[config.mk]
export PLATFORM = sky130hd
export DESIGN_NAME = scl_timing_gen
export DESIGN_NICKNAME = d
export VERILOG_FILES = /design/src/rtl/scl_timing_gen.sv
export SDC_FILE = /design/constraint.sdc
export NUM_CORES = 1
export LEC_CHECK = 0
export BUFFER_PORTS_ARGS = -buffer_cell sky130_fd_sc_hd__buf_2
export CAP_MARGIN = 20
export CORE_ASPECT_RATIO = 2
export CORE_UTILIZATION = 44
export CTS_CLUSTER_SIZE = 20
export DETAILED_ROUTE_END_ITERATION = 7
export PLACE_DENSITY = 0.68
export SETUP_SLACK_MARGIN = 0.4
export SKIP_LAST_GASP = 1
export SLEW_MARGIN = 30
export SYNTH_ARGS = -nofsm -noshare
export SYNTH_HDL_FRONTEND = slang
export SYNTH_SLANG_ARGS = --single-unit
[constraint.sdc]
create_clock -name clk -period 3.61 [get_ports clk]
set_clock_uncertainty 0.05 [all_clocks]
set_input_delay 0.722 -clock clk [delete_from_list [all_inputs] [get_ports clk]]
set_output_delay 0.722 -clock clk [all_outputs]
set_load 0.005 [all_outputs]
[src/rtl/scl_timing_gen.sv]
module scl_timing_gen #(
  parameter int CW = 16
) (
  input  logic          clk,
  input  logic          rst_n,
  input  logic          enable,
  input  logic          run,
  input  logic          fast_sel,
  input  logic [CW-1:0] std_high,
  input  logic [CW-1:0] std_low,
  input  logic [CW-1:0] fast_high,
  input  logic [CW-1:0] fast_low,
  input  logic [CW-1:0] hold_cnt,
  input  logic          scl_in,
  output logic          scl_pull_low,
  output logic          sda_step
);

  localparam int KW = CW + 1;

  typedef enum logic [1:0] {S_IDLE, S_LOW, S_WAIT, S_HIGH} st_t;

  st_t           st_q;
  logic [KW-1:0] cnt_q;
  logic [CW-1:0] hi_q, lo_q, hold_q;

  wire [KW-1:0] hi_last  = {1'b0, hi_q} + KW'(1);
  wire [CW-1:0] hold_eff = (hold_q > lo_q) ? lo_q : hold_q;
  wire          lo_done  = (cnt_q == {1'b0, lo_q});
  wire          hi_done  = (cnt_q == hi_last);

  always_ff @(posedge clk) begin
    if (!rst_n) begin
      hi_q   <= '0;
      lo_q   <= '0;
      hold_q <= '0;
    end else if (!enable) begin
      hi_q   <= fast_sel ? fast_high : std_high;
      lo_q   <= fast_sel ? fast_low  : std_low;
      hold_q <= hold_cnt;
    end
  end

  always_ff @(posedge clk) begin
    if (!rst_n || !enable) begin
      st_q  <= S_IDLE;
      cnt_q <= '0;
    end else begin
      case (st_q)
        S_IDLE: if (run) begin
          st_q  <= S_LOW;
          cnt_q <= '0;
        end
        S_LOW: if (lo_done) begin
          st_q  <= S_WAIT;
          cnt_q <= '0;
        end else begin
          cnt_q <= cnt_q + KW'(1);
        end
        S_WAIT: if (scl_in) begin
          st_q  <= S_HIGH;
          cnt_q <= '0;
        end
        S_HIGH: if (hi_done) begin
          st_q  <= run ? S_LOW : S_IDLE;
          cnt_q <= '0;
        end else begin
          cnt_q <= cnt_q + KW'(1);
        end
        default: st_q <= S_IDLE;
      endcase
    end
  end

  assign scl_pull_low = (st_q == S_LOW);
  assign sda_step     = (st_q == S_LOW) && (cnt_q == {1'b0, hold_eff});

  a_r2_low_bounded: assert property (@(posedge clk) disable iff (!rst_n)
    scl_pull_low |-> (cnt_q <= {1'b0, lo_q}));

  a_r3_high_bounded: assert property (@(posedge clk) disable iff (!rst_n)
    (st_q == S_HIGH) |-> (cnt_q <= hi_last));

  a_r5_frozen: assert property (@(posedge clk) disable iff (!rst_n)
    (enable && $past(enable)) |-> ($stable(lo_q) && $stable(hi_q) && $stable(hold_q)));

  a_r6_stretch_hold: assert property (@(posedge clk) disable iff (!rst_n)
    (st_q == S_WAIT && !scl_in) |=> !scl_pull_low);

  a_r7_single_step: assert property (@(posedge clk) disable iff (!rst_n)
    sda_step |=> !sda_step);

  a_r8_disable_release: assert property (@(posedge clk) disable iff (!rst_n)
    !enable |=> (!scl_pull_low && !sda_step));

endmodule

Word level (Yosys, flattened, before mapping)
Cells that the tools add are included.
{"block": "word_totals", "out_inout_bits": 2, "memories": 0, "mem_bits_ro": 0, "ram_bits": 0, "word_cells": 39, "latchBits": 0, "regBits": 67}
{"block": "op_classes", "multipliers": 0, "eq_ne": 10, "div": 0, "n_bitwise": 0, "reduce_logical": 7, "shift": 0, "n_lt_le_gt_ge": 1, "addsub": 2, "n_mux": 14}
{"cell": "$mux 17", "n": 4}
{"cell": "$pmux 17 s4", "n": 1}
{"cell": "$mux 16", "n": 3}
{"cell": "$eq 17x16->1", "n": 2}
{"cell": "$add 16x1->17 const B", "n": 1}
{"cell": "$add 17x1->17 const B", "n": 1}
{"cell": "$eq 17x17->1", "n": 1}
{"cell": "$gt 16x16->1", "n": 1}
{"cell": "$mux 2", "n": 4}
{"cell": "$pmux 2 s4", "n": 1}
{"cell": "$ne 2x2->1 const B", "n": 3}
{"cell": "$eq 2x2->1 const B", "n": 2}
{"cell": "$reduce_and 4->1", "n": 1}
{"cell": "$eq 2x1->1 const B", "n": 1}
{"cell": "$logic_not 1->1", "n": 2}
{"cell": "$logic_not 2->1", "n": 1}
{"cell": "$ne 2x1->1 const B", "n": 1}
{"cell": "$reduce_and 2->1", "n": 1}
{"cell": "$logic_and 1x1->1", "n": 1}
{"cell": "$logic_or 1x1->1", "n": 1}
{"cell": "$mux 1", "n": 1}

Depth between registers and ports, before layout
Gate-level depths: netlist of the first run.
{"block": "logic_depth", "word_depth": 4, "ltp_mapped": 10, "depth_no_buf": 10}

Worst setup path after synthesis of the first run
Ideal clock, no wire load.
{"block": "synth_path", "path_kind": "flip-flop to flip-flop", "start": "reg hi_q[2]", "end": "reg cnt_q[10]", "t_arrival_ps": 2552, "slack_ps": 886, "period_less_slack_ps": 2724, "path_stages_with_launch": 11, "cell_sequence": "dfxtp_1 -> buf_2 -> nand3_2 -> or4_1 -> a31o_1 -> a22oi_2 -> o21ai_1 -> o41ai_4 -> a211oi_4 -> buf_6 -> a221o_1"}
{"block": "synth_between", "elab_chain_len": 4}
{"element": "start, declared", "line": "25", "source": "logic [CW-1:0] hi_q, lo_q, hold_q;"}
{"element": "start signal, assigned", "line": "38", "source": "hi_q <= fast_sel ? fast_high : std_high;"}
{"element": "$add 16x1->17", "line": "27", "source": "wire [KW-1:0] hi_last = {1'b0, hi_q} + KW'(1);"}
{"element": "$eq 17x17->1", "line": "30", "source": "wire hi_done = (cnt_q == hi_last);"}
{"element": "$mux 17", "line": "64", "source": "S_HIGH: if (hi_done) begin"}
{"element": "$pmux 17 s4", "line": "49", "source": "case (st_q)"}
{"element": "end signal, assigned", "line": "58", "source": "cnt_q <= cnt_q + KW'(1);"}
{"element": "end signal, assigned", "line": "68", "source": "cnt_q <= cnt_q + KW'(1);"}
{"element": "end, declared", "line": "24", "source": "logic [KW-1:0] cnt_q;"}
Every way passes these cells.
A chain may end at the register's enable or synchronous reset.

Worst setup path after layout of the first run
{"block": "layout_path", "start": "reg lo_q[14]", "end": "out sda_step"}
{"block": "layout_between", "elab_chain_len": 4}
{"element": "start, declared", "line": "25"}
{"element": "start signal, assigned", "line": "39", "source": "lo_q <= fast_sel ? fast_low : std_low;"}
{"element": "$gt 16x16->1", "line": "28", "source": "wire [CW-1:0] hold_eff = (hold_q > lo_q) ? lo_q : hold_q;"}
{"element": "$mux 16 (*)", "line": "28"}
{"element": "$eq 17x16->1 (*)", "line": "76", "source": "assign sda_step = (st_q == S_LOW) && (cnt_q == {1'b0, hold_eff});"}
{"element": "$logic_and 1x1->1 (*)", "line": "76"}
{"element": "end, declared", "line": "16", "source": "output logic sda_step"}
Every way passes the cells marked *; elsewhere a longest branch is shown, timed or not.

==> flow_metrics.tcl, run 1 <==
set metrics [dict create \
    ys_warn_count 0 \
    finalHoldViolations 0 \
    netlist_instances 561 \
    drc 0 \
    slowest_delay_ns 0.35 \
    critPathRequiredTime_ns 2.84 \
    antenna_found_initial 0 \
    use_met3 0.0464 \
    design_area_mm2 0.00559 \
    vias 4301 \
    synth_seq_cells 67 \
    gr-usage-all-layers 0.265 \
    crit_fanout 3 \
    num_antenna_cells 0 \
    grt_pass1_vias 4625 \
    grt.met2_usage 0.487 \
    status "finished clean" \
    hp-start "hold_q[1]$_SDFFE_PN0N_" \
    numPortBuffers 87 \
    worstSkewPairLatency_ns 0.34 \
    die_h_um 148 \
    viasPerCell 5.59 \
    holdPathStages 2 \
    syn_nets 670 \
    synth-edff-count 0 \
    rsz0062_at_grt "yes" \
    crit_chain "inv_1 -> ha_4 -> nand4_1 -> or2_4 -> o22a_1 -> o311a_4 -> nor2_4 -> mux2i_1 -> a21oi_1 -> buf_2" \
    slew-limit-headroom 0.408 \
    synth.yosys.seq_area_share 0.287 \
    hold_path_class "reg2reg" \
    ant_nets 0 \
    layout.nets 738 \
    first_iter_violations 213 \
    r2r_slack_ns 0.59 \
    clock_sinks 67 \
    syn_avg_cell_area_um2 8.32 \
    grt_max_degree 83 \
    cp-start-kind "register" \
    hold-path-endpoint "hold_q[1]$_SDFFE_PN0N_" \
    clockRootBuffer "clkbuf_16" \
    period_needed_ns 3.16 \
    synthTopCellsByArea "dfxtp_1, mux2i_1, ha_1" \
    whs_ns 0.507 \
    cp_slowest_cell "dfxtp_2" \
    clkTransAtPathRegs_ns 0.05 \
    worstRegToRegCells 9 \
    die_area_mm2 0.0111 \
    top_usage_layer "met2" \
    h-tree-depth 3 \
    grtUsageMet1 0.250 \
    dp_hpwl_um 10300 \
    io_pins 88 \
    syn_to_final_growth_pct 19.8 \
    start_util 0.457 \
    fin_util 0.548 \
    tightest_slew_ns 0.888 \
    cp.arrival_ns 2.38 \
    slew_viol_final 0 \
    fmax_mhz 317 \
    synth_area_mm2 0.00467 \
    drtPass1Iterations 4 \
    p_total_mw 2.07 \
    nFillCells 971 \
    post_drt_wl_per_cell_um 17.4 \
    synth_area_leader_cell "dfxtp_1" \
    synth_top_area_frac 0.287 \
    drive_gt1_frac 0.233 \
    r2r_start "hi_q[2]$_SDFFE_PN0N_" \
    power.density_mw_per_mm2 370 \
    p_leak_nw 2.42 \
    ys_async_sr_fraction 0 \
    fp.coreArea_mm2 0.0102 \
    drt-total-wl_um 13400 \
    finalSetupTns_ns 0 \
    final_min_period_over_clock_period 0.874 \
    grt_pass1_wl_um 21900 \
    ir_drop_v 0.000279 \
    clock_path_buffers 2 \
    grt_overflow 0 \
    numCtsBuffers 9 \
    yosysUniqueCellTypes 53 \
    setup_viol 0 \
    rows 52 \
    place.gp.congestion 0.961 \
    drv_cap 0 \
    cp-end-kind "output port" \
    place_area_mm2 0.00519 \
    criticalPathCategory "reg2out" \
    r2r_end "cnt_q[8]$_SDFFE_PP0P_" \
    die_w_um 74.8 \
    tritoncts "built" \
    ys.flop_type "dfxtp_1" \
]
[flip-flops by register name, indices dropped and copies added (netlist names)]
register,flops
cnt_q,17
hi_q,16
hold_q,16
lo_q,16
st_q,2
[power by group]
group / switching [mW] / internal (mW) / total (mW)
Combinational: 0.166 / 0.168 / 0.335
Sequential: 0.0521 / 0.775 / 0.827
Clock: 0.350 / 0.559 / 0.909
[layout by cell type (no fill, tap or decap), types with 3 or more instances in the layout]
cell type and count:
a211oi_1 7, inv_1 31, a221o_1 10, nand2_1 47, o21ai_0 36, buf_2 87, dfxtp_1 55, clkbuf_16 9
mux2i_1 53, ha_1 20, a21oi_1 4, nor2_1 15, and3_1 9, a21o_1 6, a211o_1 4, dfxtp_2 10
xnor2_1 31, xor2_1 21, a22o_1 4, buf_4 14, nor2b_1 22, a21oi_2 3, nand4_1 16, nor3_1 10
nor4_1 5, nand3_1 12, a2111oi_0 8, and2_1 40
[cell type report]
class | instances | area, µm² | share of cell area
Clock buffer | 10 | 239 | 0.0427
Timing Repair Buffer | 101 | 541 | 0.0966
Sequential cell | 67 | 1360 | 0.243
Inverter | 31 | 116 | 0.0208
Multi-Input combinational cell | 419 | 3100 | 0.554
Clock inverter | 6 | 71.3 | 0.0127
Tap cell | 135 | 169 | 0.0302
[stage by stage]
stage	worst slack, ns	instances
CTS	0.415	768
global route	0.329	769
detailed placement	0.647	752
global placement	0.642	752
floorplan	0.886	561
finish	0.454	769
[worst max-delay path, delay by kind of cell (launching register included)]
family | cells | cell delay, ns
and+or+nand+nor | 3 | 0.56
AOI/OAI and AO/OA | 3 | 0.43
DFF | 1 | 0.35
adders and majority gates | 1 | 0.28
buffers and inverters | 2 | 0.22
muxes | 1 | 0.22
[worst max path at each step]
stage,startpoint,to,slack (ns)
2_1_floorplan,hi_q[2]$_SDFFE_PN0N_,cnt_q[10]$_SDFFE_PP0P_,0.89
3_3_place_gp,hi_q[2]$_SDFFE_PN0N_,cnt_q[8]$_SDFFE_PP0P_,0.64
3_5_place_dp,hi_q[0]$_SDFFE_PN0N_,cnt_q[8]$_SDFFE_PP0P_,0.65
4_1_cts,lo_q[9]$_SDFFE_PN0N_,sda_step,0.42
5_1_grt,lo_q[9]$_SDFFE_PN0N_,sda_step,0.33
6_report,lo_q[14]$_SDFFE_PN0N_,sda_step,0.45
[synth_stat cells, types with 3 or more instances]
master	number
dfxtp_1	67
mux2i_1	53
nand2_1	47
and2_1	40
o21ai_0	37
clkbuf_1	35
inv_1	31
xnor2_1	31
ha_1	23
nor2b_1	22
xor2_1	21
nand4_1	16
nor2_1	16
nand3_1	12
a221o_1	10
nor3_1	10
and3_1	9
a2111oi_0	8
a211oi_1	7
a21oi_1	7
a21o_1	6
nor4_1	6
a211o_1	4
a22o_1	4
buf_1	4
or2_2	3
[repair_timing]
action / 4_1_cts / 5_1_grt
pin swaps: 0 / 4
cloned: 0 / 0
resized for setup: 11 / 15
setup endpoints to repair: 1 / 7
hold buffers: 0 / 0
buffers inserted: 0 / 1
[cells by family (layout without fill, tap and decap cells)]
logic type / Yosys count / count (layout) / synth area share
simple gates: 191 / 191 / 0.221
compound gates: 100 / 100 / 0.156
flops: 67 / 67 / 0.287
mux: 53 / 53 / 0.114
fa+ha+maj: 23 / 23 / 0.0616
xor+xnor: 52 / 52 / 0.0976
buf+inv: 75 / 148 / 0.0635
[routing by layer]
| layer | routed length (µm) | share of wire |
|---|---|---|
| met5 | 0 | 0 |
| met1 | 4490 | 0.34 |
| met2 | 7410 | 0.55 |
| met3 | 473 | 0.035 |
| met4 | 1020 | 0.076 |
Power figures use the tool's default switching activity.
==> inputs of run 2 (changes only) <==
--- a/config.mk
+++ b/config.mk
@@ -5,13 +5,13 @@
 export SDC_FILE = /design/constraint.sdc
 export NUM_CORES = 1
 export LEC_CHECK = 0
-export BUFFER_PORTS_ARGS = -buffer_cell sky130_fd_sc_hd__buf_2
+export BUFFER_PORTS_ARGS = -buffer_cell sky130_fd_sc_hd__clkbuf_2
 export CAP_MARGIN = 20
 export CORE_ASPECT_RATIO = 2
 export CORE_UTILIZATION = 44
 export CTS_CLUSTER_SIZE = 20
 export DETAILED_ROUTE_END_ITERATION = 7
-export PLACE_DENSITY = 0.68
+export PLACE_DENSITY = 0.66
 export SETUP_SLACK_MARGIN = 0.4
 export SKIP_LAST_GASP = 1
 export SLEW_MARGIN = 30
==> flow_metrics.tcl, run 2 (same netlist as run 1, synthesis figures left out) <==
set metrics [dict create \
    p_total_mw 2.00 \
    fmax_mhz 312 \
    first_iter_violations 259 \
    antenna_found_initial 0 \
    slew-limit-headroom 0.415 \
    r2r_end "cnt_q[11]$_SDFFE_PP0P_" \
    crit_fanout 3 \
    hold_path_class "reg2reg" \
    grt_pass1_vias 4337 \
    clock_path_buffers 2 \
    r2r_slack_ns 0.54 \
    dp_slack_ns 0.521 \
    regArea_mm2 0.00136 \
    rows 52 \
    hold-path-endpoint "st_q[1]$_SDFFE_PP0P_" \
    numPortBuffers 87 \
    rsz0062_at_grt "yes" \
    fin_util 0.550 \
    drc 0 \
    clkPwrFrac 0.415 \
    grt_overflow 0 \
    drive_gt1_frac 0.242 \
    h-tree-depth 3 \
    mostFrequentLayoutCells "clkbuf_2, dfxtp_1, mux2i_1, nand2_1, and2_1" \
    drt-total-wl_um 13700 \
    largest-register "cnt_q" \
    ir_drop_v 0.000310 \
    dp_hpwl_um 10400 \
    final_min_period_over_clock_period 0.889 \
    syn_to_final_growth_pct 20.3 \
    worstRegToRegCells 9 \
    die_area_mm2 0.0111 \
    io_pins 88 \
    vias 4314 \
    cts_hold_buf 0 \
    die_w_um 74.8 \
    criticalPathCategory "reg2out" \
    tightest_slew_ns 0.878 \
    intPower_mw 1.42 \
    setup_viol 0 \
    clock_sinks 67 \
    layout_commonest_cell "clkbuf_2" \
    largest_reg_flops 17 \
    fp.coreArea_mm2 0.0102 \
    finalHoldViolations 0 \
    layout.nets 744 \
    status "finished clean" \
    grt_pass1_wl_um 21400 \
    grt_max_degree 83 \
    clockRootBuffer "clkbuf_16" \
    place.gp.congestion 0.952 \
    drv_cap 0 \
    seqPwrFrac 0.412 \
    p_switching_mw 0.581 \
    cp-start-kind "register" \
    post_drt_wl_per_cell_um 17.7 \
    sw_frac_of_total 0.291 \
    ant_nets 0 \
    r2r_start "hi_q[0]$_SDFFE_PN0N_" \
    die_h_um 148 \
    finalSetupTns_ns 0 \
    gr-usage-all-layers 0.264 \
    fin_ws_ns 0.402 \
    nFillCells 973 \
    power.density_mw_per_mm2 356 \
    numCtsBuffers 9 \
    worstSkewPairLatency_ns 0.34 \
    drtPass1Iterations 4 \
    holdPathStages 2 \
    multiInputGateArea_mm2 0.00311 \
    start_util 0.457 \
    place_area_mm2 0.00520 \
    hp-start "st_q[1]$_SDFFE_PP0P_" \
    p_leak_nw 2.45 \
    design_area_mm2 0.00562 \
    clkTransAtPathRegs_ns 0.06 \
    period_needed_ns 3.21 \
    critPathRequiredTime_ns 2.84 \
    slew_viol_final 0 \
    tritoncts "built" \
    cp-end-kind "output port" \
    num_antenna_cells 0 \
    cp.arrival_ns 2.44 \
    viasPerCell 5.57 \
    pwr-share-comb 0.173 \
]
==> run 2: changes by cell type in the layout (fill, tap and decap cells not counted), sizes merged <==
cell	change
clkbuf	+85
buf	-80
a211oi	+1
bufinv	-1
clkinv	-1
clkinvlp	+1
inv	+1
==> run 2: final cells by class <==
type | instances | area share
inverters | 31 | 0.0207
clock buffers | 10 | 0.0408
flip-flops and latches | 67 | 0.243
repair buffers | 106 | 0.103
well taps | 135 | 0.0301
clock inverters | 6 | 0.00869
multi-input cells | 420 | 0.554
==> run 2: worst max-delay path by stage <==
stage | start | end | slack [ns] | cells after the start
6_report | lo_q[12]$_SDFFE_PN0N_ | sda_step | 0.40 | 9
5_1_grt | lo_q[12]$_SDFFE_PN0N_ | sda_step | 0.30 | 9
4_1_cts | lo_q[5]$_SDFFE_PN0N_ | sda_step | 0.41 | 11
3_5_place_dp | hi_q[2]$_SDFFE_PN0N_ | cnt_q[11]$_SDFFE_PP0P_ | 0.52 | 9
3_3_place_gp | hi_q[2]$_SDFFE_PN0N_ | cnt_q[11]$_SDFFE_PP0P_ | 0.56 | 9
2_1_floorplan | hi_q[2]$_SDFFE_PN0N_ | cnt_q[10]$_SDFFE_PP0P_ | 0.89 | 10
==> run 2: stage by stage <==
step	hold WS [ns]	std cells
5_1_grt	0.543	775
3_5_place_dp	0.490	753
6_report	0.492	775
4_1_cts	0.498	770
3_3_place_gp	0.472	753
2_1_floorplan	0.453	561
==> run 2: per-layer routing <==
metal	global-route usage	wire length, µm	up-vias
met4	0.231	1200	0
met5	0	0	-
met2	0.463	7370	149
met3	0.0484	589	70
met1	0.248	4530	1982
li1	-	-	2113
==> run 2: timing repair <==
item,in CTS,in global routing
cloned,0,1
setup endpoints to repair,1,3
pin swaps,1,10
gates resized for setup,9,20
setup buffers,1,4
==> run 2: power by group through the flow <==
stage / logic (mW) / registers [mW] / clock network, mW
after floorplan: 0.224 / 0.816 / 0
after global placement: 0.305 / 0.838 / 0
after detailed placement: 0.315 / 0.840 / 0
after CTS: 0.319 / 0.825 / 0.842
after global routing: 0.386 / 0.829 / 0.874
final: 0.346 / 0.825 / 0.830
==> run 2: worst max-delay path: stages, from the launching register on <==
cell and delay, ns:
dfxtp_1 0.39, inv_1 0.08, ha_1 0.27, nand4_1 0.12, or2_4 0.27, o311a_1 0.37
nor2_1 0.14, mux2i_1 0.24, a21oi_1 0.06, buf_2 0.14
